File: src/rtl/redial_pkg.sv
package redial_pkg;

    localparam int CODE_W = 4;

    localparam logic [CODE_W-1:0] KEY_LAST_DIALABLE = 4'd11;
    localparam logic [CODE_W-1:0] KEY_PAUSE_REDIAL  = 4'd12;
    localparam logic [CODE_W-1:0] KEY_FLASH         = 4'd13;
    localparam logic [CODE_W-1:0] KEY_TONE_SWITCH   = 4'd14;

    typedef enum logic [2:0] {
        SQ_IDLE,
        SQ_PRESIG,
        SQ_FETCH,
        SQ_ISSUE,
        SQ_PAUSE,
        SQ_BREAK
    } seq_state_e;

endpackage

File: src/rtl/dial_store.sv
module dial_store #(
    parameter int DEPTH  = 32,
    parameter int DATA_W = 4,
    localparam int AW    = $clog2(DEPTH)
) (
    input  logic              clk,
    input  logic              rst_n,
    input  logic              wr_en,
    input  logic [AW-1:0]     wr_addr,
    input  logic [DATA_W-1:0] wr_data,
    input  logic [AW-1:0]     rd_addr,
    output logic [DATA_W-1:0] rd_data
);

    logic [DATA_W-1:0] mem_q [DEPTH];
    logic [DATA_W-1:0] mem_d [DEPTH];

    always_comb begin
        mem_d = mem_q;
        if (wr_en) begin
            mem_d[wr_addr] = wr_data;
        end
    end

    always_ff @(posedge clk or negedge rst_n) begin
        if (!rst_n) begin
            mem_q <= '{default: '0};
        end else begin
            mem_q <= mem_d;
        end
    end

    assign rd_data = mem_q[rd_addr];

endmodule

File: src/rtl/dial_timer.sv
module dial_timer #(
    parameter int TW = 12
) (
    input  logic          clk,
    input  logic          rst_n,
    input  logic          clear,
    input  logic          run,
    input  logic          tick,
    input  logic [TW-1:0] limit,
    output logic          expired
);

    logic [TW-1:0] cnt_q;
    logic [TW-1:0] cnt_d;

    always_comb begin
        cnt_d = cnt_q;
        if (clear) begin
            cnt_d = '0;
        end else if (run && tick) begin
            cnt_d = cnt_q + 1'b1;
        end
    end

    always_ff @(posedge clk or negedge rst_n) begin
        if (!rst_n) begin
            cnt_q <= '0;
        end else begin
            cnt_q <= cnt_d;
        end
    end

    assign expired = run && tick && (cnt_q == limit - 1'b1);

endmodule

File: src/rtl/redial_sequencer.sv
module redial_sequencer
    import redial_pkg::*;
#(
    parameter int DEPTH             = 32,
    parameter int PRESIG_TICKS      = 8,
    parameter int PAUSE_TONE_TICKS  = 3100,
    parameter int PAUSE_PULSE_TICKS = 3000,
    parameter int FLASH_TICKS       = 585
) (
    input  logic              clk,
    input  logic              rst_n,
    input  logic              tick_1ms,
    input  logic              off_hook,
    input  logic              tone_default,
    input  logic              key_valid,
    input  logic [CODE_W-1:0] key_code,
    input  logic              sig_done,
    output logic              dial_req,
    output logic [CODE_W-1:0] dial_code,
    output logic              dial_tone,
    output logic              line_break
);

    localparam int AW     = $clog2(DEPTH);
    localparam int LW     = AW + 1;
    localparam int MAX_AB = (PAUSE_TONE_TICKS > PAUSE_PULSE_TICKS) ? PAUSE_TONE_TICKS : PAUSE_PULSE_TICKS;
    localparam int MAX_CD = (FLASH_TICKS > PRESIG_TICKS) ? FLASH_TICKS : PRESIG_TICKS;
    localparam int MAXT   = (MAX_AB > MAX_CD) ? MAX_AB : MAX_CD;
    localparam int TW     = $clog2(MAXT + 1);

    typedef struct packed {
        seq_state_e    st;
        logic [AW-1:0] wr;
        logic [LW-1:0] len;
        logic [AW-1:0] rd;
        logic [LW-1:0] left;
        logic          newnum;
        logic          flash_pend;
        logic          replay;
        logic          tone;
        logic          hook;
    } ctl_t;

    ctl_t ctl_q;
    ctl_t ctl_d;

    logic              wr_en;
    logic [AW-1:0]     wr_addr;
    logic [CODE_W-1:0] wr_data;
    logic [CODE_W-1:0] rd_data;
    logic              tmr_clear;
    logic              tmr_run;
    logic [TW-1:0]     tmr_limit;
    logic              tmr_expired;
    logic              hook_edge;
    logic              accept;
    logic              add;
    logic              consume;
    logic              left_set;
    logic [LW-1:0]     left_val;
    logic [LW:0]       left_sum;
    logic [LW:0]       left_rem;

    dial_store #(
        .DEPTH  (DEPTH),
        .DATA_W (CODE_W)
    ) u_store (
        .clk     (clk),
        .rst_n   (rst_n),
        .wr_en   (wr_en),
        .wr_addr (wr_addr),
        .wr_data (wr_data),
        .rd_addr (ctl_q.rd),
        .rd_data (rd_data)
    );

    dial_timer #(
        .TW (TW)
    ) u_timer (
        .clk     (clk),
        .rst_n   (rst_n),
        .clear   (tmr_clear),
        .run     (tmr_run),
        .tick    (tick_1ms),
        .limit   (tmr_limit),
        .expired (tmr_expired)
    );

    // Timer window chosen by the current state.
    always_comb begin
        tmr_run   = 1'b0;
        tmr_limit = '0;
        unique case (ctl_q.st)
            SQ_PRESIG: begin
                tmr_run   = 1'b1;
                tmr_limit = TW'(PRESIG_TICKS);
            end
            SQ_PAUSE: begin
                tmr_run   = 1'b1;
                tmr_limit = ctl_q.tone ? TW'(PAUSE_TONE_TICKS) : TW'(PAUSE_PULSE_TICKS);
            end
            SQ_BREAK: begin
                tmr_run   = 1'b1;
                tmr_limit = TW'(FLASH_TICKS);
            end
            default: begin
                tmr_run   = 1'b0;
                tmr_limit = '0;
            end
        endcase
    end

    always_comb begin
        ctl_d      = ctl_q;
        ctl_d.hook = off_hook;
        wr_en      = 1'b0;
        wr_addr    = ctl_q.wr;
        wr_data    = key_code;
        add        = 1'b0;
        consume    = 1'b0;
        left_set   = 1'b0;
        left_val   = '0;
        hook_edge  = (off_hook != ctl_q.hook);
        accept     = key_valid && off_hook && !hook_edge && !ctl_q.flash_pend
                     && (ctl_q.st != SQ_BREAK) && !ctl_q.replay;

        // Key decode: flash request, replay, or an entry to store.
        if (accept) begin
            if (key_code == KEY_FLASH) begin
                ctl_d.flash_pend = 1'b1;
            end else if ((key_code == KEY_PAUSE_REDIAL) && ctl_q.newnum) begin
                if (ctl_q.len != '0) begin
                    ctl_d.rd     = ctl_q.wr - ctl_q.len[AW-1:0];
                    left_set     = 1'b1;
                    left_val     = ctl_q.len;
                    ctl_d.replay = 1'b1;
                end
            end else if ((key_code <= KEY_PAUSE_REDIAL) || (key_code == KEY_TONE_SWITCH)) begin
                wr_en = 1'b1;
                if (ctl_q.newnum) begin
                    wr_addr      = '0;
                    ctl_d.wr     = AW'(1);
                    ctl_d.len    = LW'(1);
                    ctl_d.rd     = '0;
                    left_set     = 1'b1;
                    left_val     = LW'(1);
                    ctl_d.newnum = 1'b0;
                end else begin
                    ctl_d.wr = ctl_q.wr + 1'b1;
                    if (ctl_q.len != LW'(DEPTH)) begin
                        ctl_d.len = ctl_q.len + 1'b1;
                    end
                    add = 1'b1;
                end
            end
        end

        left_rem = {1'b0, ctl_q.left} + (LW+1)'(add) - (LW+1)'(1);

        // Playback sequencing.
        unique case (ctl_q.st)
            SQ_IDLE: begin
                if (ctl_q.left != '0) begin
                    ctl_d.st = SQ_PRESIG;
                end else if (ctl_q.flash_pend) begin
                    ctl_d.st = SQ_BREAK;
                end
            end
            SQ_PRESIG: begin
                if (tmr_expired) begin
                    ctl_d.st = SQ_FETCH;
                end
            end
            SQ_FETCH: begin
                if (rd_data == KEY_PAUSE_REDIAL) begin
                    ctl_d.st = SQ_PAUSE;
                end else if (rd_data == KEY_TONE_SWITCH) begin
                    ctl_d.tone = 1'b1;
                    consume    = 1'b1;
                end else begin
                    ctl_d.st = SQ_ISSUE;
                end
            end
            SQ_ISSUE: begin
                if (sig_done) begin
                    consume = 1'b1;
                end
            end
            SQ_PAUSE: begin
                if (tmr_expired) begin
                    consume = 1'b1;
                end
            end
            SQ_BREAK: begin
                if (tmr_expired) begin
                    ctl_d.st         = SQ_IDLE;
                    ctl_d.flash_pend = 1'b0;
                    ctl_d.newnum     = 1'b1;
                end
            end
            default: ctl_d.st = SQ_IDLE;
        endcase

        if (consume) begin
            ctl_d.rd = ctl_q.rd + 1'b1;
            if (left_rem == '0) begin
                ctl_d.st     = SQ_IDLE;
                ctl_d.replay = 1'b0;
            end else begin
                ctl_d.st = SQ_FETCH;
            end
        end

        left_sum = {1'b0, ctl_q.left} + (LW+1)'(add) - (LW+1)'(consume);
        if (left_set) begin
            ctl_d.left = left_val;
        end else if (left_sum > (LW+1)'(DEPTH)) begin
            ctl_d.left = LW'(DEPTH);
        end else begin
            ctl_d.left = left_sum[LW-1:0];
        end

        // Any hook change abandons the call in progress.
        if (hook_edge) begin
            ctl_d.st         = SQ_IDLE;
            ctl_d.left       = '0;
            ctl_d.flash_pend = 1'b0;
            ctl_d.replay     = 1'b0;
            ctl_d.newnum     = 1'b1;
            ctl_d.tone       = tone_default;
        end
    end

    assign tmr_clear = (ctl_d.st != ctl_q.st) || hook_edge;

    always_ff @(posedge clk or negedge rst_n) begin
        if (!rst_n) begin
            ctl_q        <= '0;
            ctl_q.st     <= SQ_IDLE;
            ctl_q.newnum <= 1'b1;
        end else begin
            ctl_q <= ctl_d;
        end
    end

    assign dial_req   = (ctl_q.st == SQ_ISSUE);
    assign dial_code  = rd_data;
    assign dial_tone  = ctl_q.tone;
    assign line_break = (ctl_q.st == SQ_BREAK);

    // a pending request keeps its code until the engine answers.
    assert_req_holds_R2: assert property (@(posedge clk) disable iff (!rst_n)
        (dial_req && !sig_done && (off_hook == ctl_q.hook)) |=> (dial_req && $stable(dial_code)));

    // only dialable codes ever reach the signalling engine.
    assert_req_dialable_R2: assert property (@(posedge clk) disable iff (!rst_n)
        dial_req |-> (dial_code <= KEY_LAST_DIALABLE));

    // a hook change silences both outputs on the next cycle.
    assert_hook_abort_R8: assert property (@(posedge clk) disable iff (!rst_n)
        (off_hook != ctl_q.hook) |=> (!dial_req && !line_break));

    // nothing is signalled while resting on-hook.
    assert_onhook_quiet_R11: assert property (@(posedge clk) disable iff (!rst_n)
        (!off_hook && !ctl_q.hook) |-> (!dial_req && !line_break));

    // tone mode is left only through a hook change.
    assert_tone_sticky_R10: assert property (@(posedge clk) disable iff (!rst_n)
        (dial_tone && (off_hook == ctl_q.hook)) |=> dial_tone);

endmodule

File: config.mk
export PLATFORM = sky130hd
export DESIGN_NAME = redial_sequencer
export DESIGN_NICKNAME = d
export VERILOG_FILES = /design/src/rtl/redial_pkg.sv /design/src/rtl/dial_store.sv /design/src/rtl/dial_timer.sv /design/src/rtl/redial_sequencer.sv
export SDC_FILE = /design/constraint.sdc
export NUM_CORES = 1
export LEC_CHECK = 0
export ABC_AREA = 1
export BUFFER_PORTS_ARGS = -buffer_cell sky130_fd_sc_hd__buf_2
export CORE_ASPECT_RATIO = 1.5
export CORE_MARGIN = 4
export CORE_UTILIZATION = 30
export CTS_CLUSTER_SIZE = 40
export DETAILED_ROUTE_END_ITERATION = 10
export PLACE_DENSITY = 0.53
export RECOVER_POWER = 50
export SLEW_MARGIN = 20
export SYNTH_ARGS = -nofsm -noshare
export SYNTH_HDL_FRONTEND = slang
export SYNTH_SLANG_ARGS = --single-unit
File: constraint.sdc
create_clock -name clk -period 3.66 [get_ports clk]
set_clock_uncertainty 0.15 [all_clocks]
set_input_delay 0 -clock clk [delete_from_list [all_inputs] [get_ports clk]]
set_output_delay 0 -clock clk [all_outputs]
set_load 0.02 [all_outputs]
==> results.cfg, run 1 <==
[global_routing]
first_global_vias = 7986
gr-usage-all-layers_pct = 16.3
grt_max_degree = 65
grt-ovfl-total = 0
grt_first_pass_wirelength_mm = 42.5
antenna_found_initial = 0

[synth]
synth-edff-count = 0
synthesis.area_sq_mm = 0.00909
synth.area.mux_share_pct = 0
synth_simple_gate_area_share_pct = 29.6
synth_async_sr_flop_share_pct = 100
yosys.cell_count.top_type = nand2_1
yosysSeqAreaShare_pct = 46.8
synth_top_area_cell = dfrtp_1
ys_warn_count = 0
synthAdderAreaFrac_pct = 2.15
syn_avg_cell_area_sq_um = 7.60
synth_compound_area_share_pct = 11.8
ys_ff_latch = 170
syn_inst = 1197
yosysTopAreaCellShare_pct = 46.5
synth_ff_type = dfrtp_1
synth_xor_area_share_pct = 2.31
synth.distinct_cells = 42
synth_commonest_cells = nand2_1 (415), dfrtp_1 (169), o21ai_0 (123), inv_1 (94), nand3_1 (89)
synth_top_family_by_area = simple AND/OR/NAND/NOR gates
synth_nets = 1223
ys_top_cells_by_area = dfrtp_1 (47%), nand2_1 (17%), o21ai_0 (6.8%), nand3_1 (4.9%), inv_1 (3.9%)

[clocking]
cts_tree = yes
cts_sinks = 170
cts.path.max_buffers = 2
cts_max_level = 4
insertion_delay_ns = 0.45
cts_made_buffers = 17
path_clk_slew_ns = 0.07
cts_root_buf = clkbuf_16

[place]
port_buffers = 17
gp_congestion = 0.828
dp.final_hpwl_mm = 18.1
dpl.cell_count = 1606

[cells_and_area]
final_layout_size_suffix_gt1_share_pct = 12.7
layout.nets = 1270
utilization_pct = 35.9
syn_to_final_growth_pct = 17.0
fin_cells = 1651
n_antenna_cell = 0

[status]
outcome = complete, but fails checks
violations = capacitance limit, slew limit

[die]
dieHeight_um = 221
fp-row-count = 77
fp.dieW_um = 150
initial_core_util_pct = 30.6
pin_count = 18
coreArea_sq_mm = 0.0297
dieArea_sq_mm = 0.0332

[routing]
wl_per_cell_um = 15.8
vias = 7898
dr.pass1.iters = 5
avgViaCountPerCell = 4.78
ant_nets = 0
drt-initial-drc-count = 400
drc_errors = 0
wl_mm = 26.1

[pwr]
finalPower_mw = 4.64
irDropWorstVdd_mv = 0.247
power.density_mw_per_mm2 = 436
leakage_nw = 4.80

[sta]
hold_violations = 0
final_max_slew_viol_count = 61
setup_viol = 0
period_needed_ns = 3.50
period_share_pct = 95.7
rsz0062_at_grt = true
worst_slew_pin_slew_ns = 1.62
max_freq_ghz = 0.286
hold_ws_ns = 0.0735
slew_headroom_pct = -7.75

[worst_hold_path]
hp-class = in -> reg
whs_path_depth = 8
holdPathEnd = ctl_q[5]$_DFF_PN0_
min-delay-start = sig_done

[critical_path]
r2r-start = ctl_q[28]$_DFF_PN0_
crit_arrival_ns = 3.73
path_max_fanout = 5
reg2reg_to = ctl_q[7]$_DFF_PN0_
cp-start-kind = register
ff2ff_path_depth = 23
crit_path_end_kind = register
cp_top_family = simple AND/OR/NAND/NOR gates
path_class = reg -> reg
crit_buf_inv = 2
crit_required_ns = 3.89
crit_slowest_cell = dfrtp_1
path_common_cell = nand2_1
rrSetupSlack_ns = 0.16
crit_chain = nor2_2 > nand2_2 > inv_2 > nand2_4 > ha_4 > xor2_1 > nand2_1 > nor2_1 > nand3_1 > nor2_2 > nand4_1 > nand2_1 > inv_2 > nand2_4 > ha_4 > nor3b_4 > xor2_2 > nand4_1 > o21ai_2 > nand2_2 > o21ai_1 > nand2_1 > nor2_1
critPathMaxStageDelay_ns = 0.43

[run]
cap_violations = 1
## what timing repair did
item                       CTS  global route
setup endpoints to repair    3            18
hold endpoints to repair   137             0
pin swaps                    0            21
hold buffers                11             0
resized for setup            3            43
gates cloned                 0             0
buffers inserted             0             3
## sequential cells by signal, summed over array words and instances, names as in the netlist
register and cells:
ctl_q 29, dial_tone 1, u_store.mem_q 128, u_timer.cnt_q 12
## worst reg2reg max path, cell delays in order, from the launching register on
cell and delay, ns:
dfrtp_1 0.43, nor2_2 0.16, nand2_2 0.08, inv_2 0.09, nand2_4 0.06, ha_4 0.26, xor2_1 0.15, nand2_1 0.07
nor2_1 0.10, nand3_1 0.10, nor2_2 0.13, nand4_1 0.08, nand2_1 0.10, inv_2 0.05, nand2_4 0.06, ha_4 0.13
nor3b_4 0.25, xor2_2 0.20, nand4_1 0.13, o21ai_2 0.19, nand2_2 0.11, o21ai_1 0.16, nand2_1 0.07, nor2_1 0.13
## kinds of logic (layout without fill, tap and decap cells)
logic type	after synthesis	in the layout
AO/OA/AOI/OAI	205	205
AND/OR/NAND/NOR	635	635
XOR/XNOR	24	24
buffers and inverters	148	207
flip-flops	170	170
adder cells (fa/ha/maj)	15	15
## cell type report
| cell class | instances | area, sq um |
|---|---|---|
| clock buffers | 17 | 425 |
| clock inverters | 14 | 126 |
| fillers | 3209 | 19000 |
| inverters | 109 | 417 |
| multi-input cells | 879 | 4380 |
| flip-flops and latches | 170 | 4260 |
| well taps | 395 | 494 |
| repair buffers | 67 | 543 |
## how the worst max path moves through the flow
| stage | depth (start not counted) | slack [ns] | to | startpoint |
|---|---|---|---|---|
| floorplan | 22 | 0.14 | ctl_q[10]$_DFF_PN0_ | ctl_q[27]$_DFF_PN0_ |
| CTS | 22 | 0.02 | ctl_q[10]$_DFF_PN0_ | ctl_q[27]$_DFF_PN0_ |
| global placement | 21 | 0.03 | u_timer.cnt_q[0]$_DFFE_PN0P_ | ctl_q[29]$_DFF_PN0_ |
| finish | 23 | 0.16 | ctl_q[7]$_DFF_PN0_ | ctl_q[28]$_DFF_PN0_ |
| global route | 23 | -0.09 | ctl_q[6]$_DFF_PN0_ | ctl_q[28]$_DFF_PN0_ |
| detailed placement | 22 | -0.007 | ctl_q[10]$_DFF_PN0_ | ctl_q[27]$_DFF_PN0_ |
## where the power goes
part / internal [mW] / switching [mW]
Clock: 0.933 / 0.819
Combinational: 0.293 / 0.544
Sequential: 1.97 / 0.0833
## metal layers
layer  vias to the layer above  global-route usage, %  share of wire (%)
li1                       3965                      -                  -
met1                      3723                   18.5                 40
met2                       156                   29.4                 53
met3                        54                   2.95                3.5
met4                         0                   6.91                3.4
met5                         -                      0                  0
## cell usage in the layout, fill, tap and decap left out, drive strengths merged
| cell | count |
|---|---|
| inv | 108 |
| nand2 | 419 |
| o211a | 1 |
| o221ai | 3 |
| nand3b | 2 |
| o21ai | 165 |
| o211ai | 5 |
| clkinv | 6 |
| xor2 | 20 |
| a21oi | 21 |
| dfrtp | 169 |
| buf | 51 |
| o311ai | 1 |
| dlygate4sd3 | 11 |
| nor2 | 88 |
| nand4 | 15 |
| nor3b | 4 |
| nor3 | 11 |
| clkbuf | 22 |
| fa | 1 |
| ha | 14 |
| or2 | 2 |
| dfstp | 1 |
| xnor2 | 4 |
| nand3 | 91 |
| bufinv | 1 |
| o31ai | 1 |
| o21bai | 1 |
| clkinvlp | 8 |
| a31oi | 4 |
| a211oi | 3 |
| nor4 | 3 |
## metrics by stage
stage	setup TNS (ns)	cell area (sq um)	setup slack, ns
after CTS	0	10500	0.0203
final	0	10600	0.157
after floorplan	0	9090	0.142
after global routing	-0.356	10600	-0.0903
after global placement	0	9780	0.0309
after detailed placement	-0.00722	9780	-0.00722
Note: power is estimated with default switching activity, not from simulation.
==> run 2: changes to the inputs <==
- CORE_UTILIZATION: 30 -> 57
- PLACE_DENSITY: 0.53 -> 0.83
==> run 2 against run 1 <==
Compared with the run above:
- the run still ends with capacitance limit, slew limit left
- global-route usage up 10 points
- combinational power down 3.0%
- die area down 46%
- via count up 4.3%
- setup slack worse by 0.14 ns
- worst hold slack worse by 0.027 ns
- core utilization up 30 points
- largest cell class unchanged
- highest routed layer unchanged
==> results.cfg, run 2 (synthesized netlist as in run 1, its figures left out) <==
[sta]
max_freq_ghz = 0.274
rsz0062_at_grt = true
worst_slew_pin_slew_ns = 2.38
period_share_pct = 99.5
setup_viol = 0
period_needed_ns = 3.64
final_max_slew_viol_count = 97
slew_headroom_pct = -58.8
hold_violations = 0
hold_ws_ns = 0.0468
worst_slack_ns = 0.0168

[routing]
vias = 8239
drc_errors = 0
wl_mm = 23.6
drt-initial-drc-count = 781
ant_nets = 0
wl_per_cell_um = 16.3
dr.pass1.iters = 8
avgViaCountPerCell = 5.67

[clocking]
cts_max_level = 4
cts_made_buffers = 17
cts_tree = yes
cts_root_buf = clkbuf_16
insertion_delay_ns = 0.43
cts.path.max_buffers = 2
path_clk_slew_ns = 0.07
cts_sinks = 170

[critical_path]
crit_buf_inv = 3
crit_arrival_ns = 3.86
cp-start-kind = register
crit_chain = buf_4 > nand2_2 > nor2_4 > nor4_4 > inv_2 > nor2_4 > nand2_2 > nor2_4 > ha_2 > ha_2 > buf_4 > xor2_4 > nor3b_4 > xor2_1 > nand4_1 > o21ai_2 > nand2_2 > o21ai_2 > nand2_1 > a21oi_2
crit_required_ns = 3.87
crit_slowest_cell = dfrtp_1
path_max_fanout = 5
cp_top_family = simple AND/OR/NAND/NOR gates
path_class = reg -> reg
crit_path_end_kind = register
critPathMaxStageDelay_ns = 0.42

[cells_and_area]
syn_to_final_growth_pct = 13.8
final_cell_mix = nand2_1 (410), dfrtp_1 (168), o21ai_0 (118), inv_1 (93), nand3_1 (87)
largestRegisters = u_store.mem_q x128, ctl_q x29, u_timer.cnt_q x12
n_antenna_cell = 0
layout_commonest_cell = nand2_1
largest-register = u_store.mem_q
layout.nets = 1264
largest_register_ff_count = 128
final_layout_size_suffix_gt1_share_pct = 12.2
utilization_pct = 66.3

[die]
dieArea_sq_mm = 0.0181
dieHeight_um = 163
pin_count = 18
fp.dieW_um = 111
coreArea_sq_mm = 0.0156
fp-row-count = 56
initial_core_util_pct = 58.2

[run]
cap_violations = 1

[global_routing]
grt-ovfl-total = 0
gr-usage-all-layers_pct = 26.7
grt_max_degree = 97
antenna_found_initial = 0
grt_first_pass_wirelength_mm = 39.1
first_global_vias = 8144

[place]
dp.final_hpwl_mm = 15.5
port_buffers = 17
pre_cts_slack_ns = -0.0487
gp_congestion = 0.894

[status]
outcome = complete, but fails checks
violations = capacitance limit, slew limit

[pwr]
leakage_nw = 4.79
irDropWorstVdd_mv = 0.356
power.density_mw_per_mm2 = 447

[worst_hold_path]
hp-class = in -> reg
[run 2: cell types whose count changed in the layout (fill, tap and decap cells not counted), moves of 3 or more]
cell / delta
buf_4: -4
clkinvlp_4: -7
ha_4: -3
xor2_2: -3
[run 2: repair_timing]
action | CTS | global route
cloned | 0 | 1
pin swaps | 0 | 17
hold endpoints to repair | 102 | 0
buffers inserted | 0 | 7
setup endpoints to repair | 12 | 28
gates resized for setup | 1 | 46
hold buffers | 10 | 0
[run 2: area by class of cell]
class | instances | area, sq um
clock inverters | 11 | 114
repair buffers | 60 | 462
clock buffers | 20 | 457
flip-flops and latches | 170 | 4260
well taps | 203 | 254
inverters | 109 | 417
multi-input cells | 880 | 4390
fillers | 1308 | 5270
[run 2: worst reg2reg max path, stage by stage, from the launching register on]
cell     delay (ns)
dfrtp_1        0.42
buf_4          0.17
nand2_2        0.09
nor2_4         0.06
nor4_4         0.36
inv_2          0.09
nor2_4         0.10
nand2_2        0.11
nor2_4         0.14
ha_2           0.19
ha_2           0.18
buf_4          0.13
xor2_4         0.09
nor3b_4        0.23
xor2_1         0.24
nand4_1        0.16
o21ai_2        0.19
nand2_2        0.11
o21ai_2        0.16
nand2_1        0.09
a21oi_2        0.13
[run 2: report_power, final]
group	total [mW]	internal, mW	leakage (nW)	switching, mW
Sequential	2.05	1.97	2.34	0.0757
Clock	1.77	0.983	0.281	0.784
Combinational	0.812	0.268	2.17	0.544
[run 2: final timing paths]
path | from | to | slack, ns | cells past startpoint
max in group asynchronous | rst_n | u_store.mem_q[75]$_DFFE_PN0P_ | 0.93 | 3
max | ctl_q[27]$_DFF_PN0_ | ctl_q[6]$_DFF_PN0_ | 0.02 | 20
min reg2reg | u_store.mem_q[98]$_DFFE_PN0P_ | u_store.mem_q[98]$_DFFE_PN0P_ | 0.34 | 2
min | key_code[0] | u_store.mem_q[28]$_DFFE_PN0P_ | 0.05 | 4
min in group asynchronous | rst_n | u_timer.cnt_q[6]$_DFFE_PN0P_ | 0.67 | 2
max reg2reg | ctl_q[27]$_DFF_PN0_ | ctl_q[6]$_DFF_PN0_ | 0.02 | 20
[run 2: routing by layer]
layer | track usage [%] | share of wire, % | vias to the layer above
li1 | - | - | 3962
met1 | 31.6 | 39 | 3854
met2 | 46.4 | 50 | 330
met3 | 4.87 | 5.8 | 93
met4 | 14.4 | 5.3 | 0
met5 | 0 | 0 | -
[run 2: metrics by stage]
step	setup TNS, ns	total power [mW]	instances	instance area, sq um
finish	0	4.63	1453	10400
global route	-2.06	4.84	1453	10400
CTS	0	4.60	1445	10100
detailed placement	-0.248	2.83	1404	9430
global placement	0	2.82	1404	9430
floorplan	0	2.59	1197	9090
==> run 3: changes to the inputs <==
- CORE_ASPECT_RATIO: 1.5 -> 0.7
- CTS_CLUSTER_SIZE: 40 -> 14
- HOLD_SLACK_MARGIN: unset -> 0.08
==> run 3 against run 2 <==
Compared with the run above:
- the run still ends with capacitance limit, slew limit left
- non-clock buffer count grew 1
- setup slack gained 0.020 ns
- clock-buffer cell count up 1
- flip-flop and latch count stayed put
- critical path depth rose by 3
- sequential share of layout area grew 0.20 points
- die area about the same
- core utilization about the same
- sequential power about the same
- final area fell by 0.48%
- combinational power grew 0.6%
- worst hold slack better by 0.11 ns
- largest power group unchanged
==> results.cfg, run 3 (synthesized netlist as in run 1, its figures left out) <==
[status]
outcome = complete, but fails checks
violations = capacitance limit, slew limit

[die]
dieHeight_um = 114
dieArea_sq_mm = 0.0181
fp-row-count = 38
pin_count = 18
coreArea_sq_mm = 0.0155
fp.dieW_um = 159
initial_core_util_pct = 58.5

[sta]
worst_slack_ns = 0.0370
max_freq_ghz = 0.276
hold_violations = 0
slew_headroom_pct = -67.3
period_needed_ns = 3.62
worst_slew_pin_slew_ns = 2.51
period_share_pct = 99.0
setup_viol = 0
rsz0062_at_grt = true
final_max_slew_viol_count = 102

[pwr]
power.density_mw_per_mm2 = 458
comb_power_share_pct = 17.3
leakage_nw = 4.78
power_frac_clock_pct = 39.2
p_int_mw = 3.33
irDropWorstVdd_mv = 0.315
p_sw_mw = 1.39
seqPwrFrac_pct = 43.4
switching_share_pct = 29.5
finalPower_mw = 4.72

[clocking]
insertion_delay_ns = 0.44
cts_made_buffers = 17
path_clk_slew_ns = 0.07
cts_max_level = 4
cts_tree = yes
cts_sinks = 170
cts.path.max_buffers = 2
cts_root_buf = clkbuf_16

[global_routing]
grt_first_pass_wirelength_mm = 39.5
grt_busiest_layer = met2
antenna_found_initial = 0
gr-usage-all-layers_pct = 26.9
grt-ovfl-total = 0
grt_max_degree = 102
first_global_vias = 7808
grt_use_met2_pct = 40.4
use_met3_pct = 5.71
use_met1_pct = 38.7

[worst_hold_path]
hp-class = in -> reg

[cells_and_area]
n_antenna_cell = 0
layout.nets = 1265
syn_to_final_growth_pct = 13.3
layout_commonest_cell = nand2_1
finish.instance_area_sq_mm = 0.0103
largest_register_ff_count = 128
largest-register = u_store.mem_q
largestRegisters = u_store.mem_q x128, ctl_q x29, u_timer.cnt_q x12
final_layout_size_suffix_gt1_share_pct = 11.3
final_cell_mix = nand2_1 (410), dfrtp_1 (168), o21ai_0 (119), inv_1 (91), nand3_1 (88)

[critical_path]
crit_required_ns = 3.88
path_class = reg -> reg
crit_buf_inv = 2
crit_slowest_cell = dfrtp_1
crit_chain = nor2_2 > nand2_2 > inv_2 > nand2_2 > ha_4 > xor2_1 > nand2_1 > nor2_1 > nand3_1 > nor2_2 > nand4_1 > nand2_1 > inv_2 > nand2_4 > ha_4 > nor3b_4 > xor2_1 > nand4_1 > o21ai_2 > nand2_2 > o21ai_2 > nand2_1 > a21oi_2
path_max_fanout = 5
crit_path_end_kind = register
cp-start-kind = register
cp_top_family = simple AND/OR/NAND/NOR gates
crit_arrival_ns = 3.84
critPathMaxStageDelay_ns = 0.43

[routing]
drt-initial-drc-count = 1056
avgViaCountPerCell = 5.74
dr.pass1.iters = 6
ant_nets = 0
vias = 8332
wl_per_cell_um = 16.4
drc_errors = 0
wl_mm = 23.9

[place]
dp.final_hpwl_mm = 14.9
port_buffers = 17
gp_congestion = 0.933
pre_cts_slack_ns = -0.0324
placed_cell_area_sq_mm = 0.00941

[run]
cap_violations = 1
-- run 3: timing repair --
item	in CTS	in global routing
setup endpoints to repair	4	18
endpoints found under the hold margin	168	0
hold buffers	14	0
resized for setup	4	29
setup buffers	0	4
gates cloned	0	1
pin swaps	0	12
-- run 3: final timing paths --
kind | startpoint | endpoint | slack, ns | cells past startpoint
worst max-delay path | ctl_q[28]$_DFF_PN0_ | ctl_q[6]$_DFF_PN0_ | 0.04 | 23
min in group asynchronous | rst_n | u_store.mem_q[33]$_DFFE_PN0P_ | 0.69 | 2
worst min-delay path | key_code[2] | ctl_q[23]$_DFFE_PN0P_ | 0.16 | 8
max in group asynchronous | rst_n | u_timer.cnt_q[6]$_DFFE_PN0P_ | 0.84 | 3
worst max register to register | ctl_q[28]$_DFF_PN0_ | ctl_q[6]$_DFF_PN0_ | 0.04 | 23
worst min register to register | u_store.mem_q[34]$_DFFE_PN0P_ | u_store.mem_q[34]$_DFFE_PN0P_ | 0.34 | 2
-- run 3: per-stage QoR --
step / hold slack (ns) / setup TNS [ns] / util, % / instances
after floorplan: -0.446 / 0 / - / 1197
after global placement: -0.0168 / 0 / 60.5 / 1401
after detailed placement: -0.00407 / -0.0324 / 60.5 / 1401
after CTS: 0.137 / 0 / 65.4 / 1447
after global routing: 0.227 / -1.73 / 66.3 / 1452
final: 0.161 / 0 / 66.3 / 1452
-- run 3: power by group through the flow --
stage	Clock (mW)	Combinational (mW)	Sequential [mW]
3_5_place_dp	0	0.759	2.08
2_1_floorplan	0	0.537	2.06
5_1_grt	1.94	0.909	2.06
4_1_cts	1.87	0.782	2.05
3_3_place_gp	0	0.742	2.08
6_report	1.85	0.817	2.05
-- run 3: metal layers --
| layer | up-vias | wire length (um) |
|---|---|---|
| met1 | 3891 | 10500 |
| met3 | 59 | 2250 |
| met5 | - | 0 |
| met4 | 0 | 578 |
| li1 | 3964 | - |
| met2 | 418 | 10500 |
-- run 3: worst reg2reg max path: cells and delay by family (launching register included) --
kind | cells | cell delay [ns]
AO/OA/AOI/OAI | 3 | 0.48
XOR/XNOR | 2 | 0.41
adder cells (fa/ha/maj) | 2 | 0.41
buffers and inverters | 2 | 0.11
flip-flops | 1 | 0.43
AND/OR/NAND/NOR | 14 | 1.56
-- run 3: cell type report --
type / instances / area [sq um]
inverters: 109 / 419
clock buffers: 21 / 450
repair buffers: 61 / 467
multi-input cells: 880 / 4310
clock inverters: 11 / 145
fillers: 1215 / 5250
flip-flops and latches: 170 / 4260
well taps: 200 / 250
